`src/rtl/rfi_pkg.sv`:
```
package rfi_pkg;
  localparam int DW      = 8;
  localparam int AW      = 5;
  localparam int NLOC    = 1 << AW;
  localparam int N_PORTS = 5;

  typedef logic [AW-1:0] faddr_t;
  typedef logic [DW-1:0] byte_t;

  localparam faddr_t A_WIN   = faddr_t'(0);
  localparam faddr_t A_TMR   = faddr_t'(1);
  localparam faddr_t A_PCL   = faddr_t'(2);
  localparam faddr_t A_STAT  = faddr_t'(3);
  localparam faddr_t A_PTR   = faddr_t'(4);
  localparam faddr_t A_PORT0 = faddr_t'(5);

  function automatic faddr_t resolve_addr(faddr_t a, faddr_t ptr_lo);
    return (a == A_WIN) ? ptr_lo : a;
  endfunction

  function automatic logic is_external(faddr_t a);
    return (a == A_PCL) || (a == A_STAT);
  endfunction
endpackage

```
`src/rtl/rfi_resolve.sv`:
```
module rfi_resolve
  import rfi_pkg::*;
(
  input  logic   clk,
  input  logic   rst_n,
  input  faddr_t faddr,
  input  faddr_t ptr_lo,
  input  logic   wr_en,
  output faddr_t eff_addr,
  output logic   null_hit,
  output logic   store_we,
  output logic   pcl_wr,
  output logic   stat_wr
);
  always_comb begin
    eff_addr = resolve_addr(faddr, ptr_lo);
    null_hit = (eff_addr == A_WIN);
    store_we = wr_en && !null_hit && !is_external(eff_addr);
    pcl_wr   = wr_en && (eff_addr == A_PCL);
    stat_wr  = wr_en && (eff_addr == A_STAT);
  end

  p_strobe_excl_r7: assert property (@(posedge clk) disable iff (!rst_n)
    $onehot0({pcl_wr, stat_wr, store_we}));
  p_null_quiet_r6: assert property (@(posedge clk) disable iff (!rst_n)
    null_hit |-> !(pcl_wr || stat_wr || store_we));
  p_idle_quiet_r9: assert property (@(posedge clk) disable iff (!rst_n)
    !wr_en |-> !(pcl_wr || stat_wr || store_we));
endmodule

```
`src/rtl/rfi_store.sv`:
```
module rfi_store
  import rfi_pkg::*;
(
  input  logic                 clk,
  input  logic                 rst_n,
  input  logic                 we,
  input  faddr_t               addr,
  input  byte_t                wdata,
  input  byte_t                pcl_in,
  input  byte_t                stat_in,
  output byte_t                rdata,
  output byte_t                tmr_q,
  output byte_t                fsel_q,
  output logic [N_PORTS*DW-1:0] port_q
);
  byte_t              loc [NLOC];
  logic [NLOC*DW-1:0] flat;

  for (genvar i = 0; i < NLOC; i++) begin : g_loc
    if (i == int'(A_WIN) || is_external(faddr_t'(i))) begin : g_hole
      assign loc[i] = '0;
    end else begin : g_reg
      byte_t q;
      always_ff @(posedge clk or negedge rst_n) begin
        if (!rst_n)                        q <= '0;
        else if (we && addr == faddr_t'(i)) q <= wdata;
      end
      assign loc[i] = q;
    end
    assign flat[i*DW +: DW] = loc[i];
  end

  for (genvar k = 0; k < N_PORTS; k++) begin : g_port
    assign port_q[k*DW +: DW] = loc[int'(A_PORT0) + k];
  end

  assign tmr_q  = loc[A_TMR];
  assign fsel_q = loc[A_PTR];

  always_comb begin
    unique case (addr)
      A_WIN:   rdata = '0;
      A_PCL:   rdata = pcl_in;
      A_STAT:  rdata = stat_in;
      default: rdata = loc[addr];
    endcase
  end

  p_hold_r9: assert property (@(posedge clk) disable iff (!rst_n)
    !we |=> $stable(flat));
  p_write_lands_r1: assert property (@(posedge clk) disable iff (!rst_n)
    (we && addr > A_PORT0 + faddr_t'(N_PORTS - 1)) |=> flat[$past(addr)*DW +: DW] == $past(wdata));
endmodule

```
`src/rtl/rfi_regfile.sv`:
```
module rfi_regfile
  import rfi_pkg::*;
(
  input  logic                    clk,
  input  logic                    rst_n,
  input  logic [AW-1:0]           faddr,
  input  logic                    wr_en,
  input  logic [DW-1:0]           wdata,
  output logic [DW-1:0]           rdata,
  input  logic [DW-1:0]           pcl_in,
  input  logic [DW-1:0]           stat_in,
  output logic                    pcl_wr,
  output logic                    stat_wr,
  output logic [DW-1:0]           side_wdata,
  output logic [DW-1:0]           tmr_q,
  output logic [DW-1:0]           fsel_q,
  output logic [N_PORTS*DW-1:0]   port_q
);
  faddr_t eff_addr;
  logic   null_hit;
  logic   store_we;

  rfi_resolve u_resolve (
    .clk      (clk),
    .rst_n    (rst_n),
    .faddr    (faddr),
    .ptr_lo   (fsel_q[AW-1:0]),
    .wr_en    (wr_en),
    .eff_addr (eff_addr),
    .null_hit (null_hit),
    .store_we (store_we),
    .pcl_wr   (pcl_wr),
    .stat_wr  (stat_wr)
  );

  rfi_store u_store (
    .clk     (clk),
    .rst_n   (rst_n),
    .we      (store_we),
    .addr    (eff_addr),
    .wdata   (wdata),
    .pcl_in  (pcl_in),
    .stat_in (stat_in),
    .rdata   (rdata),
    .tmr_q   (tmr_q),
    .fsel_q  (fsel_q),
    .port_q  (port_q)
  );

  assign side_wdata = wdata;

  p_null_reads_zero_r6: assert property (@(posedge clk) disable iff (!rst_n)
    (faddr == A_WIN && fsel_q[AW-1:0] == A_WIN) |-> rdata == '0);
  p_ptr_load_r4: assert property (@(posedge clk) disable iff (!rst_n)
    (wr_en && (faddr == A_PTR || (faddr == A_WIN && fsel_q[AW-1:0] == A_PTR)))
      |=> fsel_q == $past(wdata));
  p_window_read_r3: assert property (@(posedge clk) disable iff (!rst_n)
    (faddr == A_WIN && fsel_q[AW-1:0] == A_PCL) |-> rdata == pcl_in);
endmodule

```
`config.mk`:
```
export PLATFORM = sky130hd
export DESIGN_NAME = rfi_regfile
export DESIGN_NICKNAME = d
export VERILOG_FILES = /design/src/rtl/rfi_pkg.sv /design/src/rtl/rfi_resolve.sv /design/src/rtl/rfi_store.sv /design/src/rtl/rfi_regfile.sv
export SDC_FILE = /design/constraint.sdc
export NUM_CORES = 1
export LEC_CHECK = 0
export CORE_MARGIN = 4
export CORE_UTILIZATION = 62
export DETAILED_ROUTE_END_ITERATION = 6
export GPL_TIMING_DRIVEN = 0
export PLACE_DENSITY = 0.85
export SLEW_MARGIN = 20
export SYNTH_ARGS = -nofsm -noshare
export SYNTH_HDL_FRONTEND = slang
export SYNTH_SLANG_ARGS = --single-unit
export TNS_END_PERCENT = 30
```
`constraint.sdc`:
```
create_clock -name clk -period 7.7 [get_ports clk]
set_clock_uncertainty 0.05 [all_clocks]
set_input_delay 1.925 -clock clk [delete_from_list [all_inputs] [get_ports clk]]
set_output_delay 1.925 -clock clk [all_outputs]
set_load 0.02 [all_outputs]
```
=== Word-level counts from Yosys, hierarchy flattened ===
Index checks and enable logic that the tools add are counted.

* Register bits after elaboration: 232
* Input bits: 32
* Output and inout bits: 74
* Logic and storage cells: 105

* Order comparisons: 1
* Eq/ne operators: 31
* Mux-type cells: 5
* Bitwise gates (word level): 1
* Reductions and logical operators: 38

{| class="wikitable"
|+ Operators by type and width
! kind !! count
|-
| $eq 5x5->1 const B || 16
|-
| $bmux 8 s5 || 1
|-
| $eq 5x4->1 const B || 8
|-
| $logic_and 1x1->1 || 33
|-
| $pmux 8 s3 || 1
|-
| $eq 5x3->1 const B || 4
|-
| $mux 8 || 2
|-
| $eq 5x2->1 const B || 2
|-
| $logic_not 5->1 || 2
|-
| $ge 6x6->1 const B || 1
|-
| $not 5->6 || 1
|-
| $eq 5x1->1 const B || 1
|-
| $mux 5 || 1
|-
| $logic_not 1->1 || 2
|-
| $logic_or 1x1->1 || 1
|}

=== Longest topological paths before layout ===
* Depth in word-level cells: 7
* Depth in mapped cells: 10
* Depth with buffers taken out: 6

=== By module ===
A second synthesis with hierarchy kept.

* Cells, all modules: 760
* Area, all modules: 11133.2 um^2

{| class="wikitable"
|+ Modules (own cells, without submodules)
! module !! instances !! cells each !! area each (um^2) !! seq. area each (um^2)
|-
| rfi_store || 1 || 729 || 10901.7 || 5805.6
|-
| rfi_resolve || 1 || 23 || 171.4 || 0.0
|-
| rfi_regfile || 1 || 8 || 60.1 || 0.0
|}

=== Least setup slack after synthesis ===
Ideal clock, no wire load.

* Path type: input-to-output
* Start point: input port faddr[3]
* End point: output port rdata[2]
* Arrival time: 3.897 ns
* Data required time: 5.725 ns
* Setup slack: 1.828 ns
* Stages on the path: 8
* Path buffers: 2
* Path through: buf_2 > or3b_1 > buf_2 > o21ai_4 > mux4_2 > a22o_1 > nor4_1 > a31oi_1

* Word-level cells in the longest chain between the ends: 7
* Elaborated cells between the ends (all ways): 10
* Classes of those cells: eq/ne (2); mux (5); bitwise (1); reduce/logical (2)

{| class="wikitable"
|+ Ends and longest elaborated chain
! element !! RTL line !! RTL
|-
| from (decl) || rfi_regfile.sv:6 || <nowiki>input logic [AW-1:0] faddr,</nowiki>
|-
| $logic_not 5->1 || rfi_pkg.sv:18 || <nowiki>return (a == A_WIN) ? ptr_lo : a;</nowiki>
|-
| $mux 5 (*) || rfi_pkg.sv:18 ||
|-
| $not 5->6 (not written as such) || rfi_store.sv:45 || <nowiki>default: rdata = loc[addr];</nowiki>
|-
| $bmux 8 s5 || rfi_store.sv:45 ||
|-
| $mux 8 (not written as such) (2 in series) || rfi_store.sv:45 ||
|-
| $pmux 8 s3 (*) || rfi_store.sv:41 || <nowiki>unique case (addr)</nowiki>
|-
| to (decl) || rfi_regfile.sv:9 || <nowiki>output logic [DW-1:0] rdata,</nowiki>
|}

Mark *: on every way between the ends. The rest lies on a longest branch, timed or not. The select of a mux whose other input is x is not followed.

=== Final worst setup path ===
* Start point: input port faddr[4]
* End point: output port rdata[7]

Same word-level chain as after synthesis.

==> flow_metrics.env <==
export IMPL_p_total_uw=3710
export IMPL_ant_nets=0
export IMPL_antennaDiodeCount=0
export IMPL_syn_to_final_growth_pct=19.2
export IMPL_cts_root_buffer="clkbuf_16"
export IMPL_cp_slowest_cell="clkdlybuf4s50_1"
export IMPL_core_sq_um=18100
export IMPL_required_ns=5.73
export IMPL_die_height_um=144
export IMPL_startpoint_type="primary input"
export IMPL_critical_path_class="in2out"
export IMPL_synth_seq_cells=232
export IMPL_cts_resized=1
export IMPL_synthFlopType="dfrtp_1"
export IMPL_synthesis_nets=962
export IMPL_gp_congestion=0.983
export IMPL_hold_viol=0
export IMPL_via_count=9015
export IMPL_cts_sinks=232
export IMPL_tns_ns=-0.127
export IMPL_synth_edf_count=0
export IMPL_fillers=1063
export IMPL_clk_latency_ns=0.54
export IMPL_min_path_type="reg2reg"
export IMPL_yosys_warnings=0
export IMPL_cp_buffers_inverters=5
export IMPL_p_leak_uw=0.00593
export IMPL_grt_max_degree=101
export IMPL_ctsHoldBuffers=0
export IMPL_start_util_pct=63.5
export IMPL_maxSlewViolCount=0
export IMPL_layout_nets=1086
export IMPL_drive_gt1_share_pct=34.1
export IMPL_cp_max_fo=10
export IMPL_syn_avg_cell_area_sq_um=12.4
export IMPL_worstPathCellList="clkdlybuf4s50_1, buf_2, nor4_4, a21o_1, buf_6, buf_2, a21oi_1, a211oi_1, nor4_1, a31oi_1, clkdlybuf4s50_1"
export IMPL_ys_seq_area_share_pct=50.5
export IMPL_firstDrtPassIters=6
export IMPL_dp_hpwl_um=24500
export IMPL_drt_iter0_drc=1163
export IMPL_power_density_nw_per_um2=271
export IMPL_synth_distinct_cells=62
export IMPL_worstMarginPinSlew_ns=0.924
export IMPL_setup_ws_ns=-0.127
export IMPL_port_buffers=95
export IMPL_viasPerCell=6.92
export IMPL_clock_path_buffers=3
export IMPL_post_cts_setup_buffers=0
export IMPL_cpLargestDelayFamily="buffers and inverters"
export IMPL_clkTransAtPathRegs_ns=0.06
export IMPL_period_needed_ns=7.83
export IMPL_slowest_delay_ns=0.65
export IMPL_antenna_found_initial=1
export IMPL_postRouteWirelength_um=36500
export IMPL_endpoint_kind="output port"
export IMPL_syn_inst=930
export IMPL_overflow=0
export IMPL_grt_setup_unrepaired="yes"
export IMPL_grt_usage_pct=35.6
export IMPL_finalSetupViolations=1
export IMPL_cts_tree="built"
export IMPL_drv_cap=0
export IMPL_cp_arrival_ns=5.85
export IMPL_cts_made_buffers=25
export IMPL_wl_per_cell_um=28.0
export IMPL_status="finished with violations"
export IMPL_failed_checks="negative setup slack"
export IMPL_min_period_over_period_pct=102
export IMPL_drcViolationCount=0
export IMPL_die_w_um=144
export IMPL_grt_pass1_wl_um=55400
export IMPL_async_flop_share_pct=100
export IMPL_grt_pass1_vias=9264
export IMPL_clock_fmax_ghz=0.128
export IMPL_vdd_drop_max_v=0.000201
export IMPL_synth_area_sq_um=11500
export IMPL_dieArea_sq_um=20800
export IMPL_maxSlewHeadroom_pct=38.2
export IMPL_htreeDepth=1
export IMPL_rows=49
export IMPL_io_pins=106
==> cell families (layout without fill, tap and decap cells) <==
family / count (synthesis) / in the layout / synth area share (%)
mux: 278 / 278 / 27.7
flops: 232 / 232 / 50.5
simple gates: 194 / 194 / 9.39
compound gates: 148 / 148 / 8.90
buf+inv: 78 / 221 / 3.47
==> flip-flops by register name, summed over array words and instances (netlist names) <==
signal,count
u_store.g_loc.g_reg.q,216
u_store.fsel_q,8
u_store.tmr_q,8
==> cell usage in the layout (no fill, tap or decap), drive strengths merged, types with 4 or more instances in the layout <==
master and n:
nand2b 4, a211oi 9, o22ai 13, nand4 4
dfrtp 232, nor4 7, nand3 18, a32oi 4
mux2i 37, a2111oi 4, a21oi 47, o21ai 8
mux2 232, mux4 9, o221ai 5, buf 42
a31oi 12, clkdlybuf4s50 94, clkbuf 69, inv 9
bufinv 4, nand2 108, nor2 39, o211ai 5
a22oi 16
==> area by class of cell <==
type	instances	area (sq um)	area share (%)
Sequential cell	232	5810	42.4
Multi-Input combinational cell	620	5310	38.8
Timing Repair Buffer	97	1010	7.38
Clock buffer	37	721	5.26
Buffer	71	374	2.73
Tap cell	229	287	2.09
Clock inverter	9	160	1.17
Inverter	7	26.3	0.192
==> layer usage <==
metal / GRT usage [%] / part of all wire, % / vias up
met5: 0 / 0.030 / -
met4: 17.2 / 5.3 / 2
met3: 10.4 / 12 / 144
met2: 52.7 / 44 / 673
met1: 48.8 / 38 / 4555
li1: - / - / 3641
==> cells in the mapped netlist (9+ instances only) <==
cell type / number / area share, %
buf_2: 19 / 0.83
mux2_2: 223 / 22
dfrtp_1: 232 / 51
buf_4: 16 / 1.0
a31oi_1: 12 / 0.65
nand2_1: 105 / 3.4
mux2i_1: 37 / 3.2
a21oi_1: 44 / 1.9
o22ai_1: 13 / 0.71
nor2_4: 17 / 1.7
a211oi_1: 9 / 0.59
a22oi_1: 16 / 1.0
clkbuf_1: 32 / 1.0
mux4_2: 9 / 1.8
nor2_1: 14 / 0.46
nand3_1: 11 / 0.48
mux2_1: 9 / 0.88
==> final timing paths <==
| path | startpoint | end | slack [ns] | depth (start not counted) |
|---|---|---|---|---|
| setup / recovery | faddr[4] | rdata[7] | -0.13 | 11 |
| hold / removal | u_store.g_loc[18].g_reg.q[2]$_DFFE_PN0P_ | u_store.g_loc[18].g_reg.q[2]$_DFFE_PN0P_ | 0.45 | 1 |
| setup reg to reg | u_store.fsel_q[1]$_DFFE_PN0P_ | u_store.g_loc[25].g_reg.q[5]$_DFFE_PN0P_ | 4.51 | 6 |
| hold reg to reg | u_store.g_loc[18].g_reg.q[2]$_DFFE_PN0P_ | u_store.g_loc[18].g_reg.q[2]$_DFFE_PN0P_ | 0.45 | 1 |
| max in group asynchronous | rst_n | u_store.g_loc[10].g_reg.q[0]$_DFFE_PN0P_ | 5.49 | 2 |
| min in group asynchronous | rst_n | u_store.g_loc[25].g_reg.q[3]$_DFFE_PN0P_ | 1.22 | 1 |
==> per-stage QoR <==
stage	hold WS [ns]	worst slack (ns)	util (%)	instance area, sq um	cells
2_1_floorplan	0.400	1.83	-	11500	930
3_3_place_gp	0.414	-4.95	70.4	12700	1254
3_5_place_dp	0.421	-0.0891	70.7	12800	1256
4_1_cts	0.448	0.0381	75.6	13700	1302
5_1_grt	0.464	-0.177	75.7	13700	1302
6_report	0.454	-0.127	75.7	13700	1302
==> worst register-to-register path: cells and delay by family (launching register included) <==
family	cells	cell delay, ns
and+or+nand+nor	2	1.17
muxes	1	0.58
AOI/OAI and AO/OA	1	0.15
DFF	1	0.38
buffers and inverters	2	0.72
==> report_power, final <==
part           leakage (uW)  internal, uW  switching, uW  total (uW)
Clock              0.000424           784            507        1290
Combinational       0.00254           394            404         798
Sequential          0.00296          1460            161        1620
Total               0.00593          2640           1070        3710
Power figures use the tool's default switching activity.
